File: src/rtl/extint_pkg.sv
package extint_pkg;

    typedef enum logic [1:0] {
        SENSE_LOW  = 2'b00,
        SENSE_ANY  = 2'b01,
        SENSE_FALL = 2'b10,
        SENSE_RISE = 2'b11
    } sense_e;

    typedef enum logic {
        REG_MASK = 1'b0,
        REG_FLAG = 1'b1
    } regsel_e;

    typedef struct packed {
        logic rise;
        logic fall;
    } edge_t;

    function automatic logic edge_hits(sense_e mode, edge_t ev);
        logic hit;
        case (mode)
            SENSE_RISE: hit = ev.rise;
            SENSE_FALL: hit = ev.fall;
            SENSE_ANY:  hit = ev.rise | ev.fall;
            default:    hit = 1'b0;
        endcase
        return hit;
    endfunction

endpackage

File: src/rtl/extint_sync.sv
module extint_sync #(
    parameter int NPIN   = 8,
    parameter int NGATED = 4
) (
    input  logic            clk,
    input  logic            rst,
    input  logic [NPIN-1:0] pin_in,
    input  logic            ibuf_off,
    output logic [NPIN-1:0] pin_s
);
    logic [NPIN-1:0] gated;
    logic [NPIN-1:0] stage1;
    logic [NPIN-1:0] stage2;

    for (genvar i = 0; i < NPIN; i++) begin : g_pin
        if (i < NGATED) begin : g_gated
            assign gated[i] = pin_in[i] & ~ibuf_off;
        end else begin : g_plain
            assign gated[i] = pin_in[i];
        end
    end

    always_ff @(posedge clk) begin
        if (rst) begin
            stage1 <= '0;
            stage2 <= '0;
        end else begin
            stage1 <= gated;
            stage2 <= stage1;
        end
    end

    assign pin_s = stage2;

    // buffer-disabled pins reach the second stage as zero two cycles later
    assert_gate_low_R10: assert property (@(posedge clk) disable iff (rst)
        (ibuf_off && !rst) |=> ##1 ($past(rst, 2) || (stage2[NGATED-1:0] == '0)));

endmodule

File: src/rtl/extint_detect.sv
module extint_detect
    import extint_pkg::*;
#(
    parameter int NPIN = 8
) (
    input  logic              clk,
    input  logic              rst,
    input  logic [NPIN-1:0]   pin_s,
    input  logic [2*NPIN-1:0] sense_mode,
    output logic [NPIN-1:0]   set_vec,
    output logic [NPIN-1:0]   level_vec,
    output logic [NPIN-1:0]   level_act
);
    logic [NPIN-1:0] prev;

    always_ff @(posedge clk) begin
        if (rst) prev <= '0;
        else     prev <= pin_s;
    end

    for (genvar i = 0; i < NPIN; i++) begin : g_det
        sense_e mode;
        edge_t  ev;
        always_comb begin
            mode         = sense_e'(sense_mode[2*i +: 2]);
            ev.rise      = pin_s[i] & ~prev[i];
            ev.fall      = ~pin_s[i] & prev[i];
            set_vec[i]   = edge_hits(mode, ev);
            level_vec[i] = (mode == SENSE_LOW);
            level_act[i] = (mode == SENSE_LOW) & ~pin_s[i];
        end
    end

    // no event is reported for a pin whose value did not move
    assert_no_event_when_stable_R4: assert property (@(posedge clk) disable iff (rst)
        ((set_vec & ~(pin_s ^ prev)) == '0));

endmodule

File: src/rtl/extint_regs.sv
module extint_regs
    import extint_pkg::*;
#(
    parameter int NPIN = 8,
    localparam int VW  = $clog2(NPIN)
) (
    input  logic            clk,
    input  logic            rst,
    input  logic            bus_wr,
    input  logic            bus_addr,
    input  logic [NPIN-1:0] bus_wdata,
    output logic [NPIN-1:0] bus_rdata,
    input  logic            irq_ack,
    input  logic [VW-1:0]   ack_vec,
    input  logic [NPIN-1:0] set_vec,
    input  logic [NPIN-1:0] level_vec,
    output logic [NPIN-1:0] mask_q,
    output logic [NPIN-1:0] flag_q
);
    regsel_e         sel;
    logic [NPIN-1:0] ack_oh;
    logic [NPIN-1:0] wr_clr;
    logic [NPIN-1:0] flag_d;

    always_comb begin
        sel    = regsel_e'(bus_addr);
        ack_oh = irq_ack ? (NPIN'(1) << ack_vec) : '0;
        wr_clr = (bus_wr && sel == REG_FLAG) ? bus_wdata : '0;
        flag_d = ((flag_q & ~(wr_clr | ack_oh)) | set_vec) & ~level_vec;
        bus_rdata = (sel == REG_MASK) ? mask_q : flag_q;
    end

    always_ff @(posedge clk) begin
        if (rst) begin
            mask_q <= '0;
            flag_q <= '0;
        end else begin
            if (bus_wr && sel == REG_MASK) mask_q <= bus_wdata;
            flag_q <= flag_d;
        end
    end

    assert_reset_clear_R1: assert property (@(posedge clk)
        rst |=> (mask_q == '0 && flag_q == '0));

    assert_mask_write_R1: assert property (@(posedge clk) disable iff (rst)
        (bus_wr && !bus_addr) |=> (mask_q == $past(bus_wdata)));

    assert_w1c_R5: assert property (@(posedge clk) disable iff (rst)
        (bus_wr && bus_addr) |=> ((flag_q & $past(bus_wdata) & ~$past(set_vec)) == '0));

    assert_ack_clear_R6: assert property (@(posedge clk) disable iff (rst)
        irq_ack |=> ((flag_q & $past(ack_oh) & ~$past(set_vec)) == '0));

    assert_level_zero_R8: assert property (@(posedge clk) disable iff (rst)
        1'b1 |=> ((flag_q & $past(level_vec)) == '0));

    assert_set_wins_R9: assert property (@(posedge clk) disable iff (rst)
        (set_vec != '0) |=> ((~flag_q & $past(set_vec)) == '0));

endmodule

File: src/rtl/extint_arb.sv
module extint_arb #(
    parameter int NPIN = 8,
    localparam int VW  = $clog2(NPIN)
) (
    input  logic            clk,
    input  logic            rst,
    input  logic [NPIN-1:0] pend,
    output logic            req,
    output logic [VW-1:0]   vec
);
    always_comb begin
        req = |pend;
        vec = '0;
        for (int i = NPIN - 1; i >= 0; i--) begin
            if (pend[i]) vec = VW'(i);
        end
    end

    assert_winner_pending_R7: assert property (@(posedge clk) disable iff (rst)
        req |-> (pend[vec] && ((pend & ((NPIN'(1) << vec) - NPIN'(1))) == '0)));

    assert_req_any_R2: assert property (@(posedge clk) disable iff (rst)
        (pend != '0) |-> req);

endmodule

File: src/rtl/extint_ctrl.sv
module extint_ctrl
    import extint_pkg::*;
#(
    parameter int NPIN   = 8,
    parameter int NGATED = 4,
    localparam int VW    = $clog2(NPIN)
) (
    input  logic              clk,
    input  logic              rst,
    input  logic [NPIN-1:0]   pin_in,
    input  logic              ibuf_off,
    input  logic [2*NPIN-1:0] sense_mode,
    input  logic              gie,
    input  logic              bus_wr,
    input  logic              bus_addr,
    input  logic [NPIN-1:0]   bus_wdata,
    output logic [NPIN-1:0]   bus_rdata,
    input  logic              irq_ack,
    input  logic [VW-1:0]     ack_vec,
    output logic              irq_req,
    output logic [VW-1:0]     irq_vec
);
    logic [NPIN-1:0] pin_s;
    logic [NPIN-1:0] set_vec;
    logic [NPIN-1:0] level_vec;
    logic [NPIN-1:0] level_act;
    logic [NPIN-1:0] mask_q;
    logic [NPIN-1:0] flag_q;
    logic [NPIN-1:0] pend;

    extint_sync #(.NPIN(NPIN), .NGATED(NGATED)) u_sync (
        .clk(clk), .rst(rst), .pin_in(pin_in), .ibuf_off(ibuf_off), .pin_s(pin_s)
    );

    extint_detect #(.NPIN(NPIN)) u_detect (
        .clk(clk), .rst(rst), .pin_s(pin_s), .sense_mode(sense_mode),
        .set_vec(set_vec), .level_vec(level_vec), .level_act(level_act)
    );

    extint_regs #(.NPIN(NPIN)) u_regs (
        .clk(clk), .rst(rst), .bus_wr(bus_wr), .bus_addr(bus_addr),
        .bus_wdata(bus_wdata), .bus_rdata(bus_rdata), .irq_ack(irq_ack),
        .ack_vec(ack_vec), .set_vec(set_vec), .level_vec(level_vec),
        .mask_q(mask_q), .flag_q(flag_q)
    );

    assign pend = (flag_q | level_act) & mask_q & {NPIN{gie}};

    extint_arb #(.NPIN(NPIN)) u_arb (
        .clk(clk), .rst(rst), .pend(pend), .req(irq_req), .vec(irq_vec)
    );

    assert_gie_gate_R2: assert property (@(posedge clk) disable iff (rst)
        !gie |-> !irq_req);

endmodule

File: config.mk
export PLATFORM = sky130hd
export DESIGN_NAME = extint_ctrl
export DESIGN_NICKNAME = d
export VERILOG_FILES = /design/src/rtl/extint_pkg.sv /design/src/rtl/extint_sync.sv /design/src/rtl/extint_detect.sv /design/src/rtl/extint_regs.sv /design/src/rtl/extint_arb.sv /design/src/rtl/extint_ctrl.sv
export SDC_FILE = /design/constraint.sdc
export NUM_CORES = 1
export LEC_CHECK = 0
export ABC_AREA = 1
export ABC_CLOCK_PERIOD_IN_PS = 1500
export CAP_MARGIN = 20
export CORE_AREA = 2 2 69 71
export CTS_CLUSTER_DIAMETER = 200
export DETAILED_ROUTE_END_ITERATION = 12
export DIE_AREA = 0 0 71 73
export GPL_ROUTABILITY_DRIVEN = 1
export PLACE_DENSITY = 0.76
export SLEW_MARGIN = 30
export SYNTH_ARGS = -nofsm -noshare
export SYNTH_HDL_FRONTEND = slang
export SYNTH_SLANG_ARGS = --single-unit
File: constraint.sdc
create_clock -name clk -period 1.5 [get_ports clk]
set_input_delay 0.3 -clock clk [delete_from_list [all_inputs] [get_ports clk]]
set_output_delay 0.3 -clock clk [all_outputs]
set_load 0.02 [all_outputs]
### Word-level counts from Yosys, hierarchy flattened

Index checks and enable logic that the tools add are counted.

| storage, ports and cells | value |
|---|---|
| bits in registers | 40 |
| input bits | 42 |
| output and inout port bits | 12 |
| word-level logic and storage cells | 123 |

| cells by class | value |
|---|---|
| equal/unequal tests | 24 |
| shift-type cells | 1 |
| muxes and demuxes | 19 |
| bitwise operators | 63 |
| reductions and logical operators | 11 |

Operators by type and width:

| operator | count |
|---|---|
| AND 8 bit | 4 |
| equality test 2 bit (second input constant) | 16 |
| AND 1 bit | 28 |
| 2-to-1 mux 3 bit | 8 |
| 2-to-1 mux 8 bit | 3 |
| OR 8 bit | 3 |
| one-hot mux 1 bit (3 select lines) | 8 |
| inverter 1 bit | 18 |
| equality test 2 x 1 -> 1 bit (second input constant) | 8 |
| logical NOT 2 bit | 8 |
| inverter 8 bit | 2 |
| OR 1 bit | 8 |
| OR reduction 8 bit | 1 |
| << shifter 1 x 3 -> 8 bit (first input constant) | 1 |
| logical AND 1 bit | 2 |

### Logic depth before layout (Yosys ltp)

| logic depth | value |
|---|---|
| depth in word-level cells | 13 |
| mapped depth | 10 |
| depth with buffers taken out | 10 |

### Cells and area by module

From an unflattened synthesis, not the netlist that was laid out.

| second synthesis, totals | value |
|---|---|
| cell total of the unflattened synthesis | 348 |
| area, all modules | 2341.0 µm² |

Modules (own cells, without submodules):

| module | times used | cells each | area each (µm²) | sequential area each (µm²) |
|---|---|---|---|---|
| extint_regs | 1 | 129 | 893.4 | 320.3 |
| extint_detect | 1 | 121 | 775.7 | 160.2 |
| extint_sync | 1 | 51 | 478.0 | 320.3 |
| extint_arb | 1 | 22 | 98.8 | 0.0 |
| extint_ctrl | 1 | 25 | 95.1 | 0.0 |

### Worst setup path after synthesis

OpenSTA, ideal clock, no wires.

| timing | value |
|---|---|
| path type | input-to-output |
| from | input port sense_mode[11] |
| to | output port irq_vec[2] |
| arrival | 1278 ps |
| required time | 1200 ps |
| path slack | -78 ps |
| cell stages on the path | 6 |
| path buffers | 0 |
| cell sequence | or2_1 -> o21ai_2 -> nand2_2 -> nand2_1 -> nor2_1 -> nor3_1 |

| between the ends | value |
|---|---|
| longest elaborated chain between the ends | 11 |

Ends and longest elaborated chain:

| item | line | text |
|---|---|---|
| from (decl) | extint_ctrl.sv:12 | `input logic [2*NPIN-1:0] sense_mode,` |
| logical NOT 2 bit | extint_detect.sv:30 | `level_act[i] = (mode == SENSE_LOW) & ~pin_s[i];` |
| AND 1 bit | extint_detect.sv:30 |  |
| OR 8 bit | extint_ctrl.sv:47 | `assign pend = (flag_q \| level_act) & mask_q & {NPIN{gie}};` |
| AND 8 bit (2 in a row) | extint_ctrl.sv:47 |  |
| 2-to-1 mux 3 bit (6 in a row) | extint_arb.sv:15 | `if (pend[i]) vec = VW'(i);` |
| to (decl) | extint_ctrl.sv:21 | `output logic [VW-1:0] irq_vec` |

Every way passes these cells.

### Worst setup path after layout

| timing | value |
|---|---|
| from | input port sense_mode[11] |
| to | output port irq_vec[0] |

Same word-level chain as after synthesis.

==> impl_metrics.yaml <==
layout:
  area_growth_pct: 53.2
  finalInstanceArea_sq_mm: 0.00311
  fillCellCount: 389
  layout-drive-gt1-share_pct: 30.6
  nNetsFinal: 459
  antenna_cells: 0
yosys:
  synth_ff_type: "dfxtp_1"
  synth-seq-cells: 40
  synth_top_area_share_pct: 39.5
  yosys.area.top_type: "dfxtp_1"
  synthMostInstantiatedCell: "nor2_1"
  yosys_warnings: 0
  async_reset_ff_share_pct: 0
  synth_top_cells_by_count: "nor2_1, nand2_1, inv_1"
  synth_cells: 292
  synth.net_count: 350
  ys_seq_area_share_pct: 39.5
  synthDistinctLibCells: 25
  synth_edf_count: 0
  synthesis.area_sq_mm: 0.00203
  syn_avg_cell_area_sq_um: 6.95
  synthTopCellsByArea: "dfxtp_1, nor2_1, ha_1, nand2_1, inv_1"
power_and_ir_drop:
  ir_drop_mv: 0.482
  switchingPower_uw: 644
  p_per_area_mw_per_mm2: 749
  switching_share_pct: 27.7
  leakage_uw: 0.00149
  power_frac_comb_pct: 21.1
  p_clk_share_pct: 30.3
  seqPwrFrac_pct: 48.6
  p_int_uw: 1680
critical_path:
  cp.arrival_ns: 1.47
  crit_path_frequent_cell: "nand2_1"
  path_cells: "clkdlybuf4s15_1, or2_1, o21ai_2, nand2_2, nand2_1, nand2_1, nand2_1, nand2_1, a21oi_2, buf_6"
  critPathSlowestCell: "or2_1"
  r2r_slack_ns: 0.08
  cp-end-kind: "primary output"
  slowest_delay_ns: 0.24
  reg2reg_depth: 7
  critPathTopFamily: "simple AND/OR/NAND/NOR gates"
  crit_required_ns: 1.20
  cp_max_fo: 3
  rr_startpoint: "u_sync.pin_s[7]$_SDFF_PP0_"
  crit_type: "input pin to primary output"
  r2r_end: "u_regs.flag_q[7]$_SDFF_PP0_"
  start_kind: "input pin"
  crit_buf_inv: 2
run_status:
  violations: "setup timing"
  outcome: "complete, but fails checks"
worst_hold_path:
  hp-start: "u_sync.stage1[6]$_SDFF_PP0_"
  min-delay-path-class: "register to register"
  hold_depth: 2
  hold_path_end: "u_sync.pin_s[6]$_SDFF_PP0_"
cts:
  clock_latency_ns: 0.30
  postCtsHoldBufs: 0
  cts_tree: "built"
  htreeDepth: 2
  clk_path_buf_depth: 2
  cts.reportedPaths.clkPinSlew_ns: 0.07
  cts_root_buf: "clkbuf_8"
  cts_sinks: 40
  cts_made_buffers: 5
timing:
  finalClockSkew_ns: 0.0101
  fin_crit_sh_pct: 118
  fmax_mhz: 566
  setup_ws_ns: -0.265
  maxSlewViolCount: 0
  rsz0062_at_grt: "yes"
  max-slew-margin-rel_pct: 79.2
  period_minus_slack_ns: 1.77
  finalHoldViolCount: 0
  finalSetupViolations: 4
  tightest_slew_ns: 0.311
route:
  drt_wl_total_um: 5180
  drc: 0
  routed-via-count: 2172
  first_pass_iters: 5
  wire_per_inst_um: 11.3
  vias_per_cell: 4.76
  drt-initial-drc-count: 101
  postRouteAntennaNets: 0
global_routing:
  antenna_found_initial: 0
  first_global_vias: 2102
  grt_overflow_total: 0
  grt_max_degree: 20
  grt_usage_pct: 21.5
  grt_pass1_wl_um: 8710
place:
  gp_congestion: 0.837
  io_buffers: 53
  post-place-ws_ns: -0.999
  dp_hpwl_um: 3850
  place_area_sq_mm: 0.00296
floorplanning:
  start_util_pct: 44.7
  die_h_um: 73
  die_area_sq_mm: 0.00518
  std_cell_rows: 25
  die_w_um: 71
  core_region_area_sq_mm: 0.00454
  io_pins: 54
flow_run:
  maxCapViolations: 0
flip-flops by register name, indices dropped and copies added (netlist names):
register	flops
u_detect.prev	8
u_regs.flag_q	8
u_regs.mask_q	8
u_sync.pin_s	8
u_sync.stage1	8
through the flow:
step                std cells  util (%)  hold WS (ns)  power, uW  TNS, ns
finish                    456      68.5         0.396       2330   -0.842
global route              456      68.5         0.397       2440    -1.20
CTS                       455      68.7         0.397       2340   -0.807
floorplan                 292         -         0.372       1350        0
detailed placement        440      65.2         0.392       1640    -9.41
global placement          440      65.2         0.389       1630    -9.14
area by class of cell:
cell class	instances	area [sq um]	area share [%]
flip-flops and latches	40	807	26.0
clock inverters	3	18.8	0.604
multi-input cells	190	1070	34.4
well taps	54	67.6	2.17
repair buffers	106	852	27.4
clock buffers	5	68.8	2.21
inverters	57	216	6.96
repair inverters	1	7.51	0.242
worst max-delay path by stage:
stage | startpoint | to | slack [ns] | cells past startpoint
final | sense_mode[11] | irq_vec[0] | -0.27 | 10
after CTS | u_sync.pin_s[7]$_SDFF_PP0_ | irq_vec[0] | -0.28 | 10
after global placement | sense_mode[14] | irq_vec[0] | -0.93 | 11
after detailed placement | sense_mode[14] | irq_vec[0] | -1.0 | 11
after global routing | u_sync.pin_s[7]$_SDFF_PP0_ | irq_vec[0] | -0.38 | 10
after floorplan | sense_mode[11] | irq_vec[0] | 0.04 | 8
kinds of logic (layout without fill, tap and decap cells):
kind of cell               count (synthesis)  after routing  synth area share (%)
adders and majority gates                 16             16                  9.87
buffers and inverters                     62            172                  11.7
and+or+nand+nor                          123            123                  24.4
AOI/OAI and AO/OA                         51             51                  14.6
DFF                                       40             40                  39.5
placed cells by master (no fill, tap or decap), types with 2 or more instances in the layout:
master and n:
nand2_2 9, dfxtp_1 35, or2_1 2, o21ai_1 15, nor2_2 2, inv_1 43
nor3_1 3, clkdlybuf4s15_1 2, nand3_1 7, o21ai_0 9, buf_2 10, dfxtp_2 5
o221ai_1 5, nor2_1 52, clkbuf_8 5, inv_2 12, a21oi_2 4, o21ai_2 5
nand2_1 41, nand3_2 4, buf_4 57, a211oi_1 2, clkinv_2 2, dlygate4sd2_1 11
ha_1 16, a21oi_1 8, clkdlybuf4s50_1 23
layer usage:
layer | global-route usage (%) | share of wire, %
met5 | 0 | 0
met3 | 4.14 | 5.1
met4 | 9.64 | 1.7
met1 | 25.4 | 43
met2 | 37.9 | 50
power groups by stage:
stage / clock [uW] / combinational [uW] / sequential, uW
after floorplan: 0 / 199 / 1150
after global placement: 0 / 479 / 1150
after detailed placement: 0 / 488 / 1150
after CTS: 718 / 491 / 1130
after global routing: 762 / 544 / 1140
final: 704 / 491 / 1130
timing repair:
action | in CTS | in global routing
setup buffers | 6 | 1
pin swaps | 24 | 6
hold endpoints to repair | 0 | 0
setup endpoints to repair | 12 | 7
gates cloned | 1 | 0
gates resized for setup | 112 | 4
worst register-to-register path: cells and delay by family, from the launching register on:
kind	cells	cell delay, ns
DFF	1	0.34
AOI/OAI and AO/OA	1	0.19
adders and majority gates	1	0.30
and+or+nand+nor	2	0.23
buffers and inverters	3	0.29
(Power assumes the default switching activity.)
